<file path="src/rtl/accel_ctl_pkg.sv">
package accel_ctl_pkg;
  // byte offsets seen by software
  localparam int OFF_CTRL  = 'h00;
  localparam int OFF_MEN   = 'h04;
  localparam int OFF_MASK  = 'h08;
  localparam int OFF_FLAGS = 'h0C;
  localparam int OFF_XCTL  = 'h10;
  localparam int OFF_X     = 'h14;
  localparam int OFF_YCTL  = 'h18;
  localparam int OFF_Y     = 'h1C;
  localparam int OFF_ACC   = 'h24;
  localparam int OFF_RES   = 'h2C;

  localparam logic [1:0] RESP_OK = 2'b00;

  // modular accumulate of the test core
  function automatic logic [7:0] acc_sum(input logic [7:0] c, input logic [7:0] a,
                                         input logic [7:0] b);
    return c + a + b;
  endfunction
endpackage

</file>
<file path="src/rtl/accel_ctl_core.sv">
module accel_ctl_core #(
  parameter int ARG_W = 8,
  parameter int LAT   = 3
) (
  input  logic             clk,
  input  logic             rst_n,
  input  logic             go,
  input  logic [ARG_W-1:0] x_in,
  input  logic [ARG_W-1:0] y_in,
  input  logic [ARG_W-1:0] acc_in,
  output logic             quiet,
  output logic             start,
  output logic             done,
  output logic [ARG_W-1:0] result
);
  localparam int CNT_W = $clog2(LAT + 1);

  logic             busy;
  logic [CNT_W-1:0] cnt;
  logic [ARG_W-1:0] x_l, y_l, c_l;

  assign quiet = !busy;
  assign start = go && !busy;
  assign done  = busy && (cnt == '0);

  always_ff @(posedge clk) begin
    if (!rst_n) begin
      busy   <= 1'b0;
      cnt    <= '0;
      x_l    <= '0;
      y_l    <= '0;
      c_l    <= '0;
      result <= '0;
    end else if (start) begin
      busy <= 1'b1;
      cnt  <= CNT_W'(LAT - 1);
      x_l  <= x_in;
      y_l  <= y_in;
      c_l  <= acc_in;
    end else if (done) begin
      busy   <= 1'b0;
      result <= ARG_W'(accel_ctl_pkg::acc_sum(8'(c_l), 8'(x_l), 8'(y_l)));
    end else if (busy) begin
      cnt <= cnt - 1'b1;
    end
  end
endmodule

</file>
<file path="src/rtl/accel_ctl_irq.sv">
module accel_ctl_irq #(
  parameter int NCH = 2
) (
  input  logic           clk,
  input  logic           rst_n,
  input  logic [NCH-1:0] events,
  input  logic [NCH-1:0] mask,
  input  logic           tog_we,
  input  logic [NCH-1:0] tog_bits,
  input  logic           master_en,
  output logic [NCH-1:0] flags,
  output logic           irq
);
  logic [NCH-1:0] flags_n;

  for (genvar i = 0; i < NCH; i++) begin : g_ch
    always_comb begin
      flags_n[i] = flags[i] ^ (tog_we & tog_bits[i]);
      if (events[i] && mask[i]) flags_n[i] = 1'b1;
    end
  end

  always_ff @(posedge clk) begin
    if (!rst_n) flags <= '0;
    else        flags <= flags_n;
  end

  assign irq = master_en && (|flags);
endmodule

</file>
<file path="src/rtl/accel_ctl_regs.sv">
module accel_ctl_regs
  import accel_ctl_pkg::*;
#(
  parameter int ADDR_W = 6,
  parameter int DATA_W = 32,
  parameter int ARG_W  = 8,
  parameter int LAT    = 3
) (
  input  logic              clk,
  input  logic              rst_n,
  input  logic [ADDR_W-1:0] s_awaddr,
  input  logic              s_awvalid,
  output logic              s_awready,
  input  logic [DATA_W-1:0] s_wdata,
  input  logic              s_wvalid,
  output logic              s_wready,
  output logic [1:0]        s_bresp,
  output logic              s_bvalid,
  input  logic              s_bready,
  input  logic [ADDR_W-1:0] s_araddr,
  input  logic              s_arvalid,
  output logic              s_arready,
  output logic [DATA_W-1:0] s_rdata,
  output logic [1:0]        s_rresp,
  output logic              s_rvalid,
  input  logic              s_rready,
  output logic              irq
);
  // write channel capture
  logic              aw_full, w_full;
  logic [ADDR_W-1:0] aw_q;
  logic [DATA_W-1:0] w_q;
  logic              wr_commit;

  assign s_awready = !aw_full;
  assign s_wready  = !w_full;
  assign wr_commit = aw_full && w_full && !s_bvalid;
  assign s_bresp   = RESP_OK;
  assign s_rresp   = RESP_OK;

  always_ff @(posedge clk) begin
    if (!rst_n) begin
      aw_full  <= 1'b0;
      w_full   <= 1'b0;
      aw_q     <= '0;
      w_q      <= '0;
      s_bvalid <= 1'b0;
    end else begin
      if (s_awvalid && s_awready) begin
        aw_full <= 1'b1;
        aw_q    <= s_awaddr;
      end
      if (s_wvalid && s_wready) begin
        w_full <= 1'b1;
        w_q    <= s_wdata;
      end
      if (wr_commit) begin
        aw_full  <= 1'b0;
        w_full   <= 1'b0;
        s_bvalid <= 1'b1;
      end else if (s_bvalid && s_bready) begin
        s_bvalid <= 1'b0;
      end
    end
  end

  function automatic logic hit(input logic [ADDR_W-1:0] a, input int off);
    return a == ADDR_W'(off);
  endfunction

  // decoded write strobes, named for the checker
  logic wr_ctrl, wr_men, wr_mask, wr_flags, wr_xctl, wr_x, wr_yctl, wr_y, wr_acc;
  assign wr_ctrl  = wr_commit && hit(aw_q, OFF_CTRL);
  assign wr_men   = wr_commit && hit(aw_q, OFF_MEN);
  assign wr_mask  = wr_commit && hit(aw_q, OFF_MASK);
  assign wr_flags = wr_commit && hit(aw_q, OFF_FLAGS);
  assign wr_xctl  = wr_commit && hit(aw_q, OFF_XCTL);
  assign wr_x     = wr_commit && hit(aw_q, OFF_X);
  assign wr_yctl  = wr_commit && hit(aw_q, OFF_YCTL);
  assign wr_y     = wr_commit && hit(aw_q, OFF_Y);
  assign wr_acc   = wr_commit && hit(aw_q, OFF_ACC);

  // core and events
  logic             go_q, loop_q, fin_q, men_q;
  logic [1:0]       mask_q;
  logic             x_vld, x_tkn, y_vld;
  logic [ARG_W-1:0] x_val, y_val, acc_val, res_val;
  logic             core_quiet, core_start, core_done;
  logic [1:0]       flags;

  accel_ctl_core #(.ARG_W(ARG_W), .LAT(LAT)) u_core (
    .clk(clk), .rst_n(rst_n), .go(go_q),
    .x_in(x_val), .y_in(y_val), .acc_in(acc_val),
    .quiet(core_quiet), .start(core_start), .done(core_done), .result(res_val)
  );

  accel_ctl_irq #(.NCH(2)) u_irq (
    .clk(clk), .rst_n(rst_n),
    .events({core_start, core_done}), .mask(mask_q),
    .tog_we(wr_flags), .tog_bits(w_q[1:0]),
    .master_en(men_q), .flags(flags), .irq(irq)
  );

  // read channel
  logic rd_fire, rd_ctrl;
  logic [DATA_W-1:0] rd_word;

  assign s_arready = !s_rvalid;
  assign rd_fire   = s_arvalid && s_arready;
  assign rd_ctrl   = rd_fire && hit(s_araddr, OFF_CTRL);

  always_comb begin
    rd_word = '0;
    if      (hit(s_araddr, OFF_CTRL))  rd_word = DATA_W'({loop_q, 3'b000, core_start, core_quiet, fin_q, go_q});
    else if (hit(s_araddr, OFF_MEN))   rd_word = DATA_W'(men_q);
    else if (hit(s_araddr, OFF_MASK))  rd_word = DATA_W'(mask_q);
    else if (hit(s_araddr, OFF_FLAGS)) rd_word = DATA_W'(flags);
    else if (hit(s_araddr, OFF_XCTL))  rd_word = DATA_W'({x_tkn, x_vld});
    else if (hit(s_araddr, OFF_X))     rd_word = DATA_W'(x_val);
    else if (hit(s_araddr, OFF_YCTL))  rd_word = DATA_W'(y_vld);
    else if (hit(s_araddr, OFF_Y))     rd_word = DATA_W'(y_val);
    else if (hit(s_araddr, OFF_ACC))   rd_word = DATA_W'(acc_val);
    else if (hit(s_araddr, OFF_RES))   rd_word = DATA_W'(res_val);
  end

  always_ff @(posedge clk) begin
    if (!rst_n) begin
      s_rvalid <= 1'b0;
      s_rdata  <= '0;
    end else if (rd_fire) begin
      s_rvalid <= 1'b1;
      s_rdata  <= rd_word;
    end else if (s_rvalid && s_rready) begin
      s_rvalid <= 1'b0;
    end
  end

  // register bank with per-bit access rules
  always_ff @(posedge clk) begin
    if (!rst_n) begin
      go_q    <= 1'b0;
      loop_q  <= 1'b0;
      fin_q   <= 1'b0;
      men_q   <= 1'b0;
      mask_q  <= '0;
      x_vld   <= 1'b0;
      x_tkn   <= 1'b0;
      y_vld   <= 1'b0;
      x_val   <= '0;
      y_val   <= '0;
      acc_val <= '0;
    end else begin
      if (core_start && !loop_q) go_q <= 1'b0;
      if (wr_ctrl) begin
        go_q   <= w_q[0];
        loop_q <= w_q[7];
      end
      if (core_done)    fin_q <= 1'b1;
      else if (rd_ctrl) fin_q <= 1'b0;
      if (wr_men)  men_q  <= w_q[0];
      if (wr_mask) mask_q <= w_q[1:0];
      if (core_start) begin
        x_vld <= 1'b0;
        x_tkn <= 1'b1;
      end
      if (wr_xctl) begin
        x_vld <= w_q[0];
        if (w_q[0]) x_tkn <= 1'b0;
      end
      y_vld <= wr_yctl && w_q[0];
      if (wr_x)   x_val   <= w_q[ARG_W-1:0];
      if (wr_y)   y_val   <= w_q[ARG_W-1:0];
      if (wr_acc) acc_val <= w_q[ARG_W-1:0];
    end
  end
endmodule

</file>
<file path="config.mk">
export PLATFORM = sky130hd
export DESIGN_NAME = accel_ctl_regs
export DESIGN_NICKNAME = d
export VERILOG_FILES = /design/src/rtl/accel_ctl_pkg.sv /design/src/rtl/accel_ctl_core.sv /design/src/rtl/accel_ctl_irq.sv /design/src/rtl/accel_ctl_regs.sv
export SDC_FILE = /design/constraint.sdc
export NUM_CORES = 1
export LEC_CHECK = 0
export BUFFER_PORTS_ARGS = -buffer_cell sky130_fd_sc_hd__buf_2
export CORE_ASPECT_RATIO = 0.8
export CORE_MARGIN = 2
export CORE_UTILIZATION = 55
export DETAILED_ROUTE_END_ITERATION = 16
export HOLD_SLACK_MARGIN = 0.02
export PLACE_DENSITY_LB_ADDON = 0.15
export SETUP_SLACK_MARGIN = 0.2
export SLEW_MARGIN = 30
export SYNTH_ARGS = -nofsm -noshare
export SYNTH_HDL_FRONTEND = slang
export SYNTH_SLANG_ARGS = --single-unit
export TNS_END_PERCENT = 100
</file>
<file path="constraint.sdc">
create_clock -name clk -period 2.7 [get_ports clk]
set_input_delay 0.54 -clock clk [delete_from_list [all_inputs] [get_ports clk]]
set_output_delay 0.54 -clock clk [all_outputs]
set_load 0.02 [all_outputs]
</file>
Word level (Yosys, flattened, before mapping)
Index checks and enable logic that the tools add are counted.
{"block": "totals", "wordCells": 130, "in_bits": 51, "output_inout_bits": 42, "reg_bits": 120}
{"block": "op_classes", "n_addsub": 3, "n_eq_ne": 18, "n_reduce_logical": 46, "muxes": 30, "bitwise": 7}
{"cell": "$mux 8", "n": 10}
{"cell": "$eq 6x5->1 const B", "n": 8}
{"cell": "$eq 6x4->1 const B", "n": 4}
{"cell": "$logic_and 1x1->1", "n": 24}
{"cell": "$eq 6x6->1 const B", "n": 3}
{"cell": "$mux 1", "n": 17}
{"cell": "$add 8x8->8", "n": 2}
{"cell": "$reduce_bool 2->1", "n": 7}
{"cell": "$eq 6x3->1 const B", "n": 2}
{"cell": "$logic_not 6->1", "n": 2}
{"cell": "$logic_not 1->1", "n": 6}
{"cell": "$mux 2", "n": 3}
{"cell": "$reduce_and 2->1", "n": 3}
{"cell": "$reduce_or 2->1", "n": 3}
{"cell": "$not 1->1", "n": 3}
{"cell": "$and 1x1->1", "n": 2}
{"cell": "$logic_not 2->1", "n": 1}
{"cell": "$ne 2x2->1 const B", "n": 1}
{"cell": "$sub 2x1->2 const B", "n": 1}
{"cell": "$xor 1x1->1", "n": 2}

Logic depth before layout (Yosys ltp)
{"block": "depth", "depth_word": 11, "mapped_depth": 11, "ltp_nobuf": 11}

Cells and area by module
Synthesis repeated with hierarchy kept, for this count alone.
{"block": "unflattened", "cells_unflattened": 524, "area_unflattened_um2": 4822.1}
{"module": "accel_ctl_regs", "instances": 1, "area_per_inst_um2": 2980.4, "cells_per_inst": 317, "seq_area_each_um2": 1181.1}
{"module": "accel_ctl_core", "instances": 1, "area_per_inst_um2": 1735.4, "cells_per_inst": 195, "seq_area_each_um2": 700.7}
{"module": "accel_ctl_irq", "instances": 1, "area_per_inst_um2": 106.4, "cells_per_inst": 12, "seq_area_each_um2": 40.0}

Least setup slack after synthesis
OpenSTA, ideal clock, no wires.
{"block": "synth_timing", "path_kind": "reg-to-reg", "from": "reg u_core.c_l[1]", "to": "reg u_core.result[7]", "synth_period_minus_slack_ns": 2.191, "required_ns": 2.568, "setup_time_ns": 0.132, "path_buffers": 0, "path_stages_with_launch": 10, "t_arrival_ns": 2.058, "slack_ns": 0.509, "path_cell_list": "dfxtp_1 fa_1 ha_1 inv_1 fa_1 nand2b_1 a21oi_1 o22ai_1 xnor2_1 a21oi_1"}
{"block": "synth_between", "elab_chain_len": 2}
{"item": "start: declaration", "line": "accel_ctl_core.sv:20", "source": "logic [ARG_W-1:0] x_l, y_l, c_l;"}
{"item": "start signal: assignment", "line": "accel_ctl_core.sv:39", "source": "c_l <= acc_in;"}
{"item": "$add 8x8->8 (2 in series)", "line": "accel_ctl_pkg.sv:19", "source": "return c + a + b;"}
{"item": "end signal: assignment", "line": "accel_ctl_core.sv:42", "source": "result <= ARG_W'(accel_ctl_pkg::acc_sum(8'(c_l), 8'(x_l), 8'(y_l)));"}
{"item": "end: declaration", "line": "accel_ctl_core.sv:14", "source": "output logic [ARG_W-1:0] result"}
Every way passes these cells.
A chain may end at the register's enable or synchronous reset.

Worst setup path in the final report
Same ends and word-level chain as after synthesis.

==> flow_metrics.env <==
export IMPL_async_flop_share_pct=0
export IMPL_syn_inst=530
export IMPL_rows=30
export IMPL_grt_ovfl_total=0
export IMPL_place_congestion=0.8753
export IMPL_diodes=0
export IMPL_fin_crit_sh_pct=84.70
export IMPL_dieHeight_um=87.41
export IMPL_synth_edf_count=0
export IMPL_synth_ff_type="dfxtp_1"
export IMPL_wl_per_cell_um=15.34
export IMPL_maxSlewViolCount=0
export IMPL_cp_max_fo=3
export IMPL_peakVddDrop_mv=0.3155
export IMPL_worst_ep_arrival_time_ns=2.52
export IMPL_die_area_sq_um=9463
export IMPL_hold_violations=0
export IMPL_r2r_cells=9
export IMPL_drive_gt1_share_pct=14.16
export IMPL_setup_tns_ns=0
export IMPL_reg2reg_slack_ns=0.41
export IMPL_via_per_inst=5.487
export IMPL_crit_chain="fa_1, ha_1, inv_1, fa_2, nand2b_1, a21oi_2, o22ai_1, xnor2_1, a21oi_1"
export IMPL_cts_hold_buf=0
export IMPL_ys_warn_count=0
export IMPL_avgSynthCellArea_sq_um=9.025
export IMPL_start_kind="flip-flop"
export IMPL_syn_area_sq_um=4783
export IMPL_p_leak_uw=0.002075
export IMPL_power_density_nw_per_um2=527.0
export IMPL_place_inst=661
export IMPL_grt_max_degree=44
export IMPL_io_pins=93
export IMPL_wl_um=10390
export IMPL_cp_num_cells=9
export IMPL_setup_violations_final=0
export IMPL_antenna_found_initial=0
export IMPL_path_buf_inv=1
export IMPL_status="finished clean"
export IMPL_clk_pin_slew_ns=0.09
export IMPL_critPathKind="reg2reg"
export IMPL_tightest_slew_ns=0.7697
export IMPL_tritoncts="yes"
export IMPL_hp_class="in2reg"
export IMPL_synth_top_area_cell="dfxtp_1"
export IMPL_worst_setup_path_end_kind="flip-flop"
export IMPL_synth_top_cell_area_share_pct=40.18
export IMPL_rsz0062_at_grt="false"
export IMPL_synthDistinctLibCells=59
export IMPL_fillers=772
export IMPL_hpwl_um=7593
export IMPL_route_detailed_drc=0
export IMPL_clock_sinks=96
export IMPL_preCtsSetupSlack_ns=0.3323
export IMPL_timing_rr_end="u_core.result[7]"
export IMPL_r2r_start="u_core.c_l[1]"
export IMPL_start_util_pct=56.39
export IMPL_ys_seq_area_share_pct=40.18
export IMPL_fin_nets=626
export IMPL_endpoint="u_core.result[7]"
export IMPL_layout_cells_non_filler=677
export IMPL_ant_nets=0
export IMPL_core_area_sq_um=8483
export IMPL_crit_path_max_incr_delay_ns=0.54
export IMPL_grt_pass1_vias=3484
export IMPL_cts_root_buf="clkbuf_8"
export IMPL_final_min_clock_period_ns=2.287
export IMPL_post_route_util_pct=60.96
export IMPL_drt_iter0_drc=189
export IMPL_power_uw=2725
export IMPL_ys_ff_latch=96
export IMPL_critPathSlowestCell="fa_1"
export IMPL_relSlewSlack_pct=48.21
export IMPL_grtUsageTotal_pct=23.67
export IMPL_grt_pass1_wl_um=17150
export IMPL_cts_buffers=9
export IMPL_die_x_um=108.3
export IMPL_synth_area_top_cells="dfxtp_1, nand2_1, a21boi_0"
export IMPL_syn2layout_area_growth_pct=8.109
export IMPL_fmax_ghz=0.4373
export IMPL_setup_worst_path_start="u_core.c_l[1]"
export IMPL_cts_buffer_depth=2
export IMPL_port_buffers=40
export IMPL_vias=3715
export IMPL_cts_htree_levels=3
export IMPL_finClkSkew_ns=0.01158
export IMPL_firstDrtPassIters=4
export IMPL_crit_required_ns=2.93
export IMPL_critPathTopFamily="adder cells"
export IMPL_layout_setup_ws_ns=0.4132
export IMPL_cap_violations=0
export IMPL_clk_insertion_delay_late_ns=0.37
cells in the mapped netlist, drive strengths merged (2+ instances only):
library cell and number:
o22ai 2, nor2 11, mux2 2, clkbuf 20, buf 37, nand4b 2, a21boi 47, o31ai 3
a22o 4, o21ai 14, nor2b 33, xnor2 5, nor3b 4, a22oi 14, xor2 3, nor3 3
o211a 5, nand2 96, a21oi 10, nand3 28, nand2b 5, nand3b 2, inv 13, a32o 3
dfxtp 96, mux2i 29, nor4 2, a31oi 2, fa 8, or2b 2, and2 3, ha 7
logic make-up after synthesis:
family | synth area share [%]
muxes | 6.539
adders and majority gates | 5.179
and+or+nand+nor | 21.55
other | 0.07840
AOI/OAI and AO/OA | 16.61
buffers and inverters | 8.397
DFF | 40.18
xor gates and xnor gates | 1.465
metrics by stage:
stage          area [sq um]  hold WS, ns
6_report               5171       0.4038
3_5_place_dp           4940       0.4634
5_1_grt                5171       0.4009
3_3_place_gp           4940       0.4520
4_1_cts                5165       0.3922
2_1_floorplan          4885       0.4397
per-layer routing:
metal  part of all wire (%)  up-vias  global-route usage, %
li1                       -     1814                      -
met1                     48     1772                  33.15
met2                     43      115                  35.91
met3                    7.5       14                  6.133
met4                    1.2        0                  7.343
met5                      0        -                      0
where the power goes:
part           internal [uW]  switching [uW]
Clock                    533             529
Combinational           75.6             128
Sequential              1430            25.2
Total                   2040             682
flip-flops by register name, indices dropped and copies added (netlist names), 2 cells and up:
name and flops:
u_core.y_l 8, w_q 8, u_core.cnt 2, aw_q 6
u_core.x_l 8, acc_val 8, x_val 8, s_rdata 8
u_core.c_l 8, u_irq.flags 2, mask_q 2, y_val 8
u_core.result 8
how the worst min path moves through the flow:
stage / endpoint / from / slack [ns] / cells after the start
floorplan: u_irq.flags[0] / mask_q[0] / 0.44 / 2
global placement: u_core.y_l[0] / u_core.y_l[0] / 0.45 / 2
detailed placement: u_core.c_l[0] / u_core.c_l[0] / 0.46 / 2
CTS: w_full / s_wvalid / 0.39 / 2
global route: w_full / s_wvalid / 0.40 / 2
finish: w_full / s_wvalid / 0.40 / 2
cell usage in the layout (no fill, tap or decap), types with 13 or more instances in the layout:
cell      instances
mux2i_1          29
nand3_1          28
o21ai_0          14
a22oi_1          14
conb_1           28
dfxtp_1          96
nand2_1          96
nor2b_1          33
buf_2            40
inv_1            13
a21boi_0         41
area by class of cell:
| type | instances | area (sq um) | share of cell area (%) |
|---|---|---|---|
| inverter | 13 | 48.80 | 0.9436 |
| clock inverter | 7 | 101.3 | 1.960 |
| tap | 112 | 140.1 | 2.710 |
| multi-input combinational | 391 | 2567 | 49.65 |
| clock buffer | 9 | 123.9 | 2.395 |
| sequential | 96 | 1922 | 37.16 |
| timing repair buffer | 49 | 267.8 | 5.178 |
what timing repair did:
action	4_1_cts	5_1_grt
resized for setup	0	2
endpoints found under the setup margin	0	1
buffers inserted	0	0
No activity file was read; power rests on OpenSTA's default activity.
